<file path="config.mk">
export PLATFORM = sky130hd
export DESIGN_NAME = gpioc_top
export DESIGN_NICKNAME = d
export VERILOG_FILES = /design/src/rtl/gpioc_pkg.sv /design/src/rtl/gpioc_sync.sv /design/src/rtl/gpioc_pad_cell.sv /design/src/rtl/gpioc_top.sv
export SDC_FILE = /design/constraint.sdc
export NUM_CORES = 2
export LEC_CHECK = 0
export BUFFER_PORTS_ARGS = -buffer_cell sky130_fd_sc_hd__clkbuf_2
export CAP_MARGIN = 20
export CORE_ASPECT_RATIO = 0.8
export CORE_MARGIN = 4
export CORE_UTILIZATION = 47
export CTS_CLUSTER_SIZE = 25
export DETAILED_ROUTE_END_ITERATION = 7
export PLACE_DENSITY = 0.64
export SETUP_SLACK_MARGIN = 0.15
export SLEW_MARGIN = 30
export SYNTH_ARGS = -nofsm -noshare
export SYNTH_HDL_FRONTEND = slang
export SYNTH_SLANG_ARGS = --single-unit
</file>
<file path="constraint.sdc">
create_clock -name clk -period 5.67 [get_ports clk]
set_input_delay 1.134 -clock clk [delete_from_list [all_inputs] [get_ports clk]]
set_output_delay 1.134 -clock clk [all_outputs]
set_load 0.01 [all_outputs]
</file>
<file path="src/rtl/gpioc_pkg.sv">
package gpioc_pkg;

    localparam int unsigned STAT_BASE  = 32'h100;
    localparam int unsigned EN_BASE    = 32'h110;
    localparam int unsigned CFG_BASE   = 32'h600;
    localparam int unsigned CFG_STRIDE = 16;
    localparam int unsigned BANK_BITS  = 32;
    localparam int unsigned MAX_BANKS  = 4;

    localparam int unsigned TX_BIT  = 0;
    localparam int unsigned RX_BIT  = 1;
    localparam int unsigned INV_BIT = 23;
    localparam int unsigned MODE_LO = 25;

    typedef enum logic [1:0] {
        EV_LEVEL = 2'b00,
        EV_RISE  = 2'b01,
        EV_NONE  = 2'b10,
        EV_BOTH  = 2'b11
    } ev_mode_t;

    typedef struct packed {
        logic     tx;
        logic     inv;
        ev_mode_t mode;
    } pad_cfg_t;

    function automatic logic [31:0] cfg_word(pad_cfg_t c, logic rx);
        logic [31:0] w;
        w = '0;
        w[TX_BIT]        = c.tx;
        w[RX_BIT]        = rx;
        w[INV_BIT]       = c.inv;
        w[MODE_LO +: 2]  = c.mode;
        return w;
    endfunction

    function automatic logic event_hit(ev_mode_t m, logic now, logic prev);
        case (m)
            EV_LEVEL: return now;
            EV_RISE:  return now & ~prev;
            EV_BOTH:  return now ^ prev;
            default:  return 1'b0;
        endcase
    endfunction

endpackage

</file>
<file path="src/rtl/gpioc_sync.sv">
module gpioc_sync #(
    parameter int unsigned WIDTH = 8
) (
    input  logic             clk,
    input  logic             rst,
    input  logic [WIDTH-1:0] d,
    output logic [WIDTH-1:0] q
);
    logic [WIDTH-1:0] meta_q;

    always_ff @(posedge clk) begin
        if (rst) begin
            meta_q <= '0;
            q      <= '0;
        end else begin
            meta_q <= d;
            q      <= meta_q;
        end
    end
endmodule

</file>
<file path="src/rtl/gpioc_pad_cell.sv">
module gpioc_pad_cell
    import gpioc_pkg::*;
(
    input  logic     clk,
    input  logic     rst,
    input  logic     rx_sync,
    input  logic     cfg_we,
    input  pad_cfg_t cfg_d,
    input  logic     st_clr,
    output pad_cfg_t cfg_q,
    output logic     st_q
);
    logic rx_d_q;
    logic s_now;
    logic s_prev;
    logic ev;

    // inversion applied to both samples so toggling it never fakes an edge
    assign s_now  = rx_sync ^ cfg_q.inv;
    assign s_prev = rx_d_q  ^ cfg_q.inv;
    assign ev     = event_hit(cfg_q.mode, s_now, s_prev);

    always_ff @(posedge clk) begin
        if (rst) begin
            cfg_q  <= '{tx: 1'b0, inv: 1'b0, mode: EV_LEVEL};
            rx_d_q <= 1'b0;
            st_q   <= 1'b0;
        end else begin
            if (cfg_we) cfg_q <= cfg_d;
            rx_d_q <= rx_sync;
            st_q   <= (st_q & ~st_clr) | ev;
        end
    end

    assert_level_sets_R5: assert property (@(posedge clk) disable iff (rst)
        (cfg_q.mode == EV_LEVEL && (rx_sync ^ cfg_q.inv)) |=> st_q);

    assert_rise_needs_change_R6: assert property (@(posedge clk) disable iff (rst)
        (cfg_q.mode == EV_RISE && !st_q && rx_sync == rx_d_q) |=> !st_q);

    assert_off_quiet_R8: assert property (@(posedge clk) disable iff (rst)
        (cfg_q.mode == EV_NONE && !st_q) |=> !st_q);

    assert_tx_hold_R2: assert property (@(posedge clk) disable iff (rst)
        !cfg_we |=> $stable(cfg_q.tx));
endmodule

</file>
<file path="src/rtl/gpioc_top.sv">
module gpioc_top
    import gpioc_pkg::*;
#(
    parameter int unsigned NUM_PADS = 80,
    parameter int unsigned ADDR_W   = 12
) (
    input  logic                clk,
    input  logic                rst,
    input  logic                bus_wr,
    input  logic [ADDR_W-1:0]   bus_addr,
    input  logic [31:0]         bus_wdata,
    output logic [31:0]         bus_rdata,
    input  logic [NUM_PADS-1:0] pad_in,
    output logic [NUM_PADS-1:0] pad_out,
    output logic                irq
);
    localparam int unsigned NUM_BANKS = (NUM_PADS + BANK_BITS - 1) / BANK_BITS;
    localparam int unsigned WIDE      = MAX_BANKS * BANK_BITS;
    localparam int unsigned IDX_W     = (NUM_PADS > 1) ? $clog2(NUM_PADS) : 1;

    logic [NUM_PADS-1:0] rx_sync;
    logic [NUM_PADS-1:0] cfg_we;
    logic [NUM_PADS-1:0] st_clr;
    logic [NUM_PADS-1:0] st_vec;
    logic [NUM_PADS-1:0] en_q;
    pad_cfg_t            cfg_arr [NUM_PADS];
    pad_cfg_t            cfg_d;

    assign cfg_d = '{tx:   bus_wdata[TX_BIT],
                     inv:  bus_wdata[INV_BIT],
                     mode: ev_mode_t'(bus_wdata[MODE_LO +: 2])};

    gpioc_sync #(.WIDTH(NUM_PADS)) sync_i (
        .clk (clk),
        .rst (rst),
        .d   (pad_in),
        .q   (rx_sync)
    );

    for (genvar k = 0; k < NUM_PADS; k++) begin : g_pad
        localparam int unsigned BANK = k / BANK_BITS;
        localparam int unsigned BIT  = k % BANK_BITS;
        localparam logic [ADDR_W-1:0] A_CFG = ADDR_W'(CFG_BASE + k * CFG_STRIDE);
        localparam logic [ADDR_W-1:0] A_ST  = ADDR_W'(STAT_BASE + 4 * BANK);
        localparam logic [ADDR_W-1:0] A_EN  = ADDR_W'(EN_BASE + 4 * BANK);

        assign cfg_we[k] = bus_wr && (bus_addr == A_CFG);
        assign st_clr[k] = bus_wr && (bus_addr == A_ST) && bus_wdata[BIT];

        always_ff @(posedge clk) begin
            if (rst)                              en_q[k] <= 1'b0;
            else if (bus_wr && bus_addr == A_EN)  en_q[k] <= bus_wdata[BIT];
        end

        gpioc_pad_cell cell_i (
            .clk     (clk),
            .rst     (rst),
            .rx_sync (rx_sync[k]),
            .cfg_we  (cfg_we[k]),
            .cfg_d   (cfg_d),
            .st_clr  (st_clr[k]),
            .cfg_q   (cfg_arr[k]),
            .st_q    (st_vec[k])
        );

        assign pad_out[k] = cfg_arr[k].tx;
    end

    assign irq = |(st_vec & en_q);

    // read path
    logic [WIDE-1:0]   st_wide;
    logic [WIDE-1:0]   en_wide;
    logic [ADDR_W-1:0] cfg_off;
    logic              cfg_hit;
    logic              st_hit;
    logic              en_hit;
    logic [IDX_W-1:0]  pad_idx;
    logic [1:0]        bank_sel;

    assign st_wide  = WIDE'(st_vec);
    assign en_wide  = WIDE'(en_q);
    assign cfg_off  = bus_addr - ADDR_W'(CFG_BASE);
    assign pad_idx  = cfg_off[IDX_W+3:4];
    assign bank_sel = bus_addr[3:2];
    assign cfg_hit  = (bus_addr >= ADDR_W'(CFG_BASE)) && (cfg_off[3:0] == 4'd0)
                   && (cfg_off[ADDR_W-1:4] < (ADDR_W-4)'(NUM_PADS));
    assign st_hit   = (bus_addr[ADDR_W-1:4] == (ADDR_W-4)'(STAT_BASE >> 4))
                   && (bus_addr[1:0] == 2'd0);
    assign en_hit   = (bus_addr[ADDR_W-1:4] == (ADDR_W-4)'(EN_BASE >> 4))
                   && (bus_addr[1:0] == 2'd0);

    always_comb begin
        bus_rdata = '0;
        if (cfg_hit)     bus_rdata = cfg_word(cfg_arr[pad_idx], rx_sync[pad_idx]);
        else if (st_hit) bus_rdata = st_wide[bank_sel * BANK_BITS +: BANK_BITS];
        else if (en_hit) bus_rdata = en_wide[bank_sel * BANK_BITS +: BANK_BITS];
    end

    initial begin
        assert (NUM_BANKS <= MAX_BANKS);
        assert (CFG_BASE + NUM_PADS * CFG_STRIDE <= (1 << ADDR_W));
    end

    assert_irq_needs_enable_R11: assert property (@(posedge clk) disable iff (rst)
        irq |-> (|en_q));

    assert_enable_write_R10: assert property (@(posedge clk) disable iff (rst)
        (bus_wr && bus_addr == ADDR_W'(EN_BASE)) |=> (en_q[0] == $past(bus_wdata[0])));
endmodule

</file>
**Word-level counts from Yosys, hierarchy flattened**

Index checks and enable logic that the tools add are counted.
W data, S select, Z words.

- Register bits: 720
- Input bits: 127
- Logic and storage cells: 1720

- Add/sub/neg operators: 1
- Order comparisons: 4
- Equality and inequality tests: 248
- Shift-type cells: 2
- Multiplexer cells: 88
- Bitwise operators: 642
- Reductions and logical operators: 253

Operator list:

| operator | number |
|---|---|
| $eq A12 B12 Y1 const B | 48 |
| $eq A12 B11 Y1 const B | 32 |
| $shiftx A128 B8 Y32 | 2 |
| $pmux W1 S3 | 80 |
| $xor A1 B1 Y1 | 240 |
| $logic_and A1 B1 Y1 | 170 |
| $logic_not A2 Y1 | 81 |
| $and A1 B1 Y1 | 160 |
| $eq A2 B1 Y1 const B | 80 |
| $eq A2 B2 Y1 const B | 80 |
| $not A1 Y1 | 160 |
| $mux W32 | 3 |
| $and A80 B80 Y80 | 1 |
| $or A1 B1 Y1 | 80 |
| $reduce_or A80 Y1 | 1 |
| $eq A12 B9 Y1 const B | 6 |
| $bmux W4 S7 | 1 |
| $eq A8 B5 Y1 const B | 2 |
| $ge A12 B11 Y1 const B | 1 |
| $sub A12 B11 Y12 const B | 1 |
| $ge A8 B8 Y1 const B | 1 |
| $lt A7 B8 Y1 const B | 1 |
| $lt A8 B7 Y1 const B | 1 |
| $mux W4 | 2 |
| 4 further kinds | 4 |

**Depth between registers and ports, before layout**

- Word-level depth: 6
- Mapped depth: 10
- Mapped depth without buffers: 7

**By module**

From an unflattened synthesis, not the netlist that was laid out.

- Cell total of the unflattened synthesis: 3587
- Area, all modules: 33651.0 um^2

By module, submodules not included:

| module | times used | cells an instance | area an instance (um^2) | sequential area each (um^2) |
|---|---|---|---|---|
| gpioc_pad_cell | 80 | 26 | 254.0 | 120.1 |
| gpioc_top | 1 | 1170 | 9024.9 | 1601.5 |
| gpioc_sync | 1 | 337 | 4306.6 | 3203.1 |

**Worst setup path before layout**

OpenSTA, ideal clock, no wires.

- Path kind: input -> output
- Start point: input port bus_addr[4]
- End point: output port bus_rdata[26]
- Arrival time: 2745 ps
- Data required time: 4536 ps
- Setup slack: 1791 ps
- Stages on the path: 8
- Path buffers: 3
- Path through: buf_4 -> buf_4 -> buf_2 -> mux4_2 -> a22oi_1 -> nand2_1 -> a22oi_1 -> a21oi_1

- Longest elaborated chain between the ends: 6
- Elaborated cells between the ends (all ways): 16
- Classes of those cells: add/sub (1); order compare (2); eq/ne (2); mux (6); bitwise (1); reduce/logical (4)

RTL lines:

| item | line | text |
|---|---|---|
| start, declared | gpioc_top.sv:10 | `input logic [ADDR_W-1:0] bus_addr,` |
| $sub A12 B11 Y12 | gpioc_top.sv:83 | `assign cfg_off = bus_addr - ADDR_W'(CFG_BASE);` |
| $not A7 Y8 (implied by the code) | gpioc_top.sv:95 | `if (cfg_hit) bus_rdata = cfg_word(cfg_arr[pad_idx], rx_sync[pad_idx]);` |
| $bmux W4 S7 | gpioc_top.sv:95 |  |
| $mux W4 (implied by the code) (2 in a row) | gpioc_top.sv:95 |  |
| $mux W32 * | gpioc_top.sv:95 |  |
| end, declared | gpioc_top.sv:12 | `output logic [31:0] bus_rdata,` |

Every way passes the cells marked *; elsewhere a longest branch is shown, timed or not. The select of a mux whose other input is x is not followed.

**Worst setup path in the final report**

Ends and elaborated chain as after synthesis.

==> impl_metrics.env <==
export IMPL_gp_congestion=0.979
export IMPL_overflow=0
export IMPL_first_global_vias=26632
export IMPL_numCtsBuffers=77
export IMPL_rsz0062_at_grt="false"
export IMPL_p_leak_uw=0.0136
export IMPL_rows=87
export IMPL_port_buffers=239
export IMPL_cp_end_kind="output pin"
export IMPL_hold_violations=0
export IMPL_tritoncts="done"
export IMPL_h_tree_depth=3
export IMPL_tightest_slew_ns=1.06
export IMPL_drv_cap=0
export IMPL_tns_ns=0
export IMPL_cts_root_buffer="clkbuf_16"
export IMPL_synth_edff_count=0
export IMPL_drv_slew=0
export IMPL_setup_viol=0
export IMPL_grt_usage=0.310
export IMPL_cts_sinks=720
export IMPL_grt_max_degree=141
export IMPL_die_h_um=248
export IMPL_skew_ns=0.0334
export IMPL_grt_pass1_wl_mm=177
export IMPL_fin_cells=4949
export IMPL_outcome="complete, but fails checks"
export IMPL_dp_hpwl_mm=87.8
export IMPL_layout_common_cells="720 x dfxtp_1, 713 x nand2_1, 390 x a21oi_1, 281 x mux2i_1, 253 x nor2_1"
export IMPL_synthesis_area_um2=33800
export IMPL_path_clk_slew_ns=0.06
export IMPL_num_nets_final=4165
export IMPL_io_pins=240
export IMPL_drive_gt1_frac=0.131
export IMPL_fin_area_um2=37700
export IMPL_holdCritPathClass="reg -> reg"
export IMPL_slowest_delay_ns=0.75
export IMPL_worstPathMaxFanout=33
export IMPL_ys_types=51
export IMPL_layout_min_cycle_time_ns=4.92
export IMPL_ir_drop_mv=0.253
export IMPL_synth_seq_cells=720
export IMPL_yosys_area_top_type="dfxtp_1"
export IMPL_yosys_warnings=0
export IMPL_post_place_ws_ns=0.841
export IMPL_ctsLongestPathBuffers=3
export IMPL_fin_ws_ns=0.747
export IMPL_place_inst=4812
export IMPL_start_kind="input pin"
export IMPL_fillers=6534
export IMPL_path_cells="buf_4, and2_1, a22o_1, nor3_1, a31oi_1, a31oi_1, nor3_1, a21oi_1, clkbuf_2"
export IMPL_drt_vias_per_instance=5.95
export IMPL_coreArea_um2=70900
export IMPL_dieArea_um2=76200
export IMPL_dieWidth_um=308
export IMPL_synthTopCellsByArea="dfxtp_1 43%, mux2i_1 8.3%, nand2_1 8.0%"
export IMPL_wire_per_inst_um=24.6
export IMPL_synthArstFlopShare=0
export IMPL_fmax_mhz=203
export IMPL_post_cts_buffers=0
export IMPL_vias=29427
export IMPL_layout_commonest_cell="dfxtp_1"
export IMPL_synth_seq_area_share=0.427
export IMPL_insertion_delay_ns=0.66
export IMPL_drtIter0Drc=3869
export IMPL_worst_ep_arrival_time_ns=3.79
export IMPL_violations="DRC"
export IMPL_dr_pass1_iters=8
export IMPL_cp_slowest_cell="and2_1"
export IMPL_fin_crit_sh=0.868
export IMPL_crit_type="in -> out"
export IMPL_syn_nets=4120
export IMPL_hold_ws_ns=0.412
export IMPL_cts_hold_buf=0
export IMPL_syn_to_final_growth_pct=11.8
export IMPL_dominantRegCellSynth="dfxtp_1"
export IMPL_synth_top_cell_area_share=0.427
export IMPL_start_util=0.476
export IMPL_netlist_instances=3912
export IMPL_placed_cell_area_um2=35100
export IMPL_drc=1
export IMPL_synth_area_per_cell_um2=8.63
export IMPL_p_per_area_nw_per_um2=296
export IMPL_max_slew_margin=0.291
export IMPL_wl_mm=122
export IMPL_cts_resized=0
export IMPL_worstPathRequired_ns=4.54
export IMPL_antenna_found_initial=6
export IMPL_ant_nets=0
cell type report:
cell class,instances,area [um^2],share of cell area
Multi-Input combinational cell,2772,17500,0.463
Sequential cell,720,14400,0.382
Clock buffer,103,2150,0.0569
Timing Repair Buffer,307,1820,0.0481
Tap cell,934,1170,0.0310
Clock inverter,32,425,0.0113
Inverter,79,297,0.00786
Antenna cell,2,5.00,0.000133
worst max-delay path: cells and delay by family:
family	cells	cell delay (ns)
and+or+nand+nor	3	1.06
AOI/OAI and AO/OA	4	0.86
buffers and inverters	2	0.68
sequential cells by signal, summed over array words and instances, names as in the netlist:
register / cells
sync_i.q: 80
g_pad.cell_i.st_q: 80
sync_i.meta_q: 80
g_pad.cell_i.cfg_q: 320
en_q: 80
g_pad.cell_i.rx_d_q: 80
kinds of logic (layout without fill, tap and decap cells):
kind of cell / after synthesis / in the layout / synth area share
other: 0 / 2 / 0
adder cells (fa/ha/maj): 81 / 81 / 0.0300
XOR/XNOR: 161 / 161 / 0.0418
multiplexers: 341 / 341 / 0.123
flip-flops: 720 / 720 / 0.427
AND/OR/NAND/NOR: 1442 / 1442 / 0.190
buffers and inverters: 420 / 521 / 0.0581
AO/OA/AOI/OAI: 747 / 747 / 0.130
where the power goes:
group	switching, uW	total (uW)	internal, uW
Clock	2190	5220	3030
Combinational	437	678	241
Sequential	122	5280	5160
per-stage QoR:
stage	util	power (uW)
5_1_grt	0.532	11500
2_1_floorplan	-	5740
4_1_cts	0.532	11200
3_5_place_dp	0.496	6050
3_3_place_gp	0.495	6040
6_report	0.533	11200
per-layer routing:
layer  track usage  vias to the layer above  part of all wire
li1              -                    13431                 -
met1         0.432                    13994              0.41
met2         0.452                     1699              0.42
met3        0.0918                      295              0.13
met4         0.123                        8             0.044
met5             0                        -           0.00041
cell usage after synthesis (7+ instances only):
cell type	instances
a221oi_1	16
buf_2	37
a22oi_1	70
nand4_1	16
o21ai_0	124
dfxtp_1	720
a21oi_1	390
o22ai_1	27
a222oi_1	32
clkbuf_1	200
a22o_1	19
xor2_1	80
mux4_2	60
nor3_1	11
nor2_1	269
buf_1	14
nand3_1	152
buf_4	90
a31oi_1	50
xnor2_1	81
nor2b_1	248
nand2_1	715
inv_1	79
ha_1	81
nand2b_1	7
mux2i_1	281
worst paths after layout:
path / from / endpoint / slack, ns / cells past startpoint
max: bus_addr[4] / bus_rdata[26] / 0.75 / 9
min: sync_i.meta_q[72] / sync_i.q[72] / 0.41 / 1
max reg2reg: sync_i.q[31] / g_pad[31].cell_i.st_q / 4.11 / 5
min reg2reg: sync_i.meta_q[72] / sync_i.q[72] / 0.41 / 1
No activity file was read; power rests on OpenSTA's default activity.
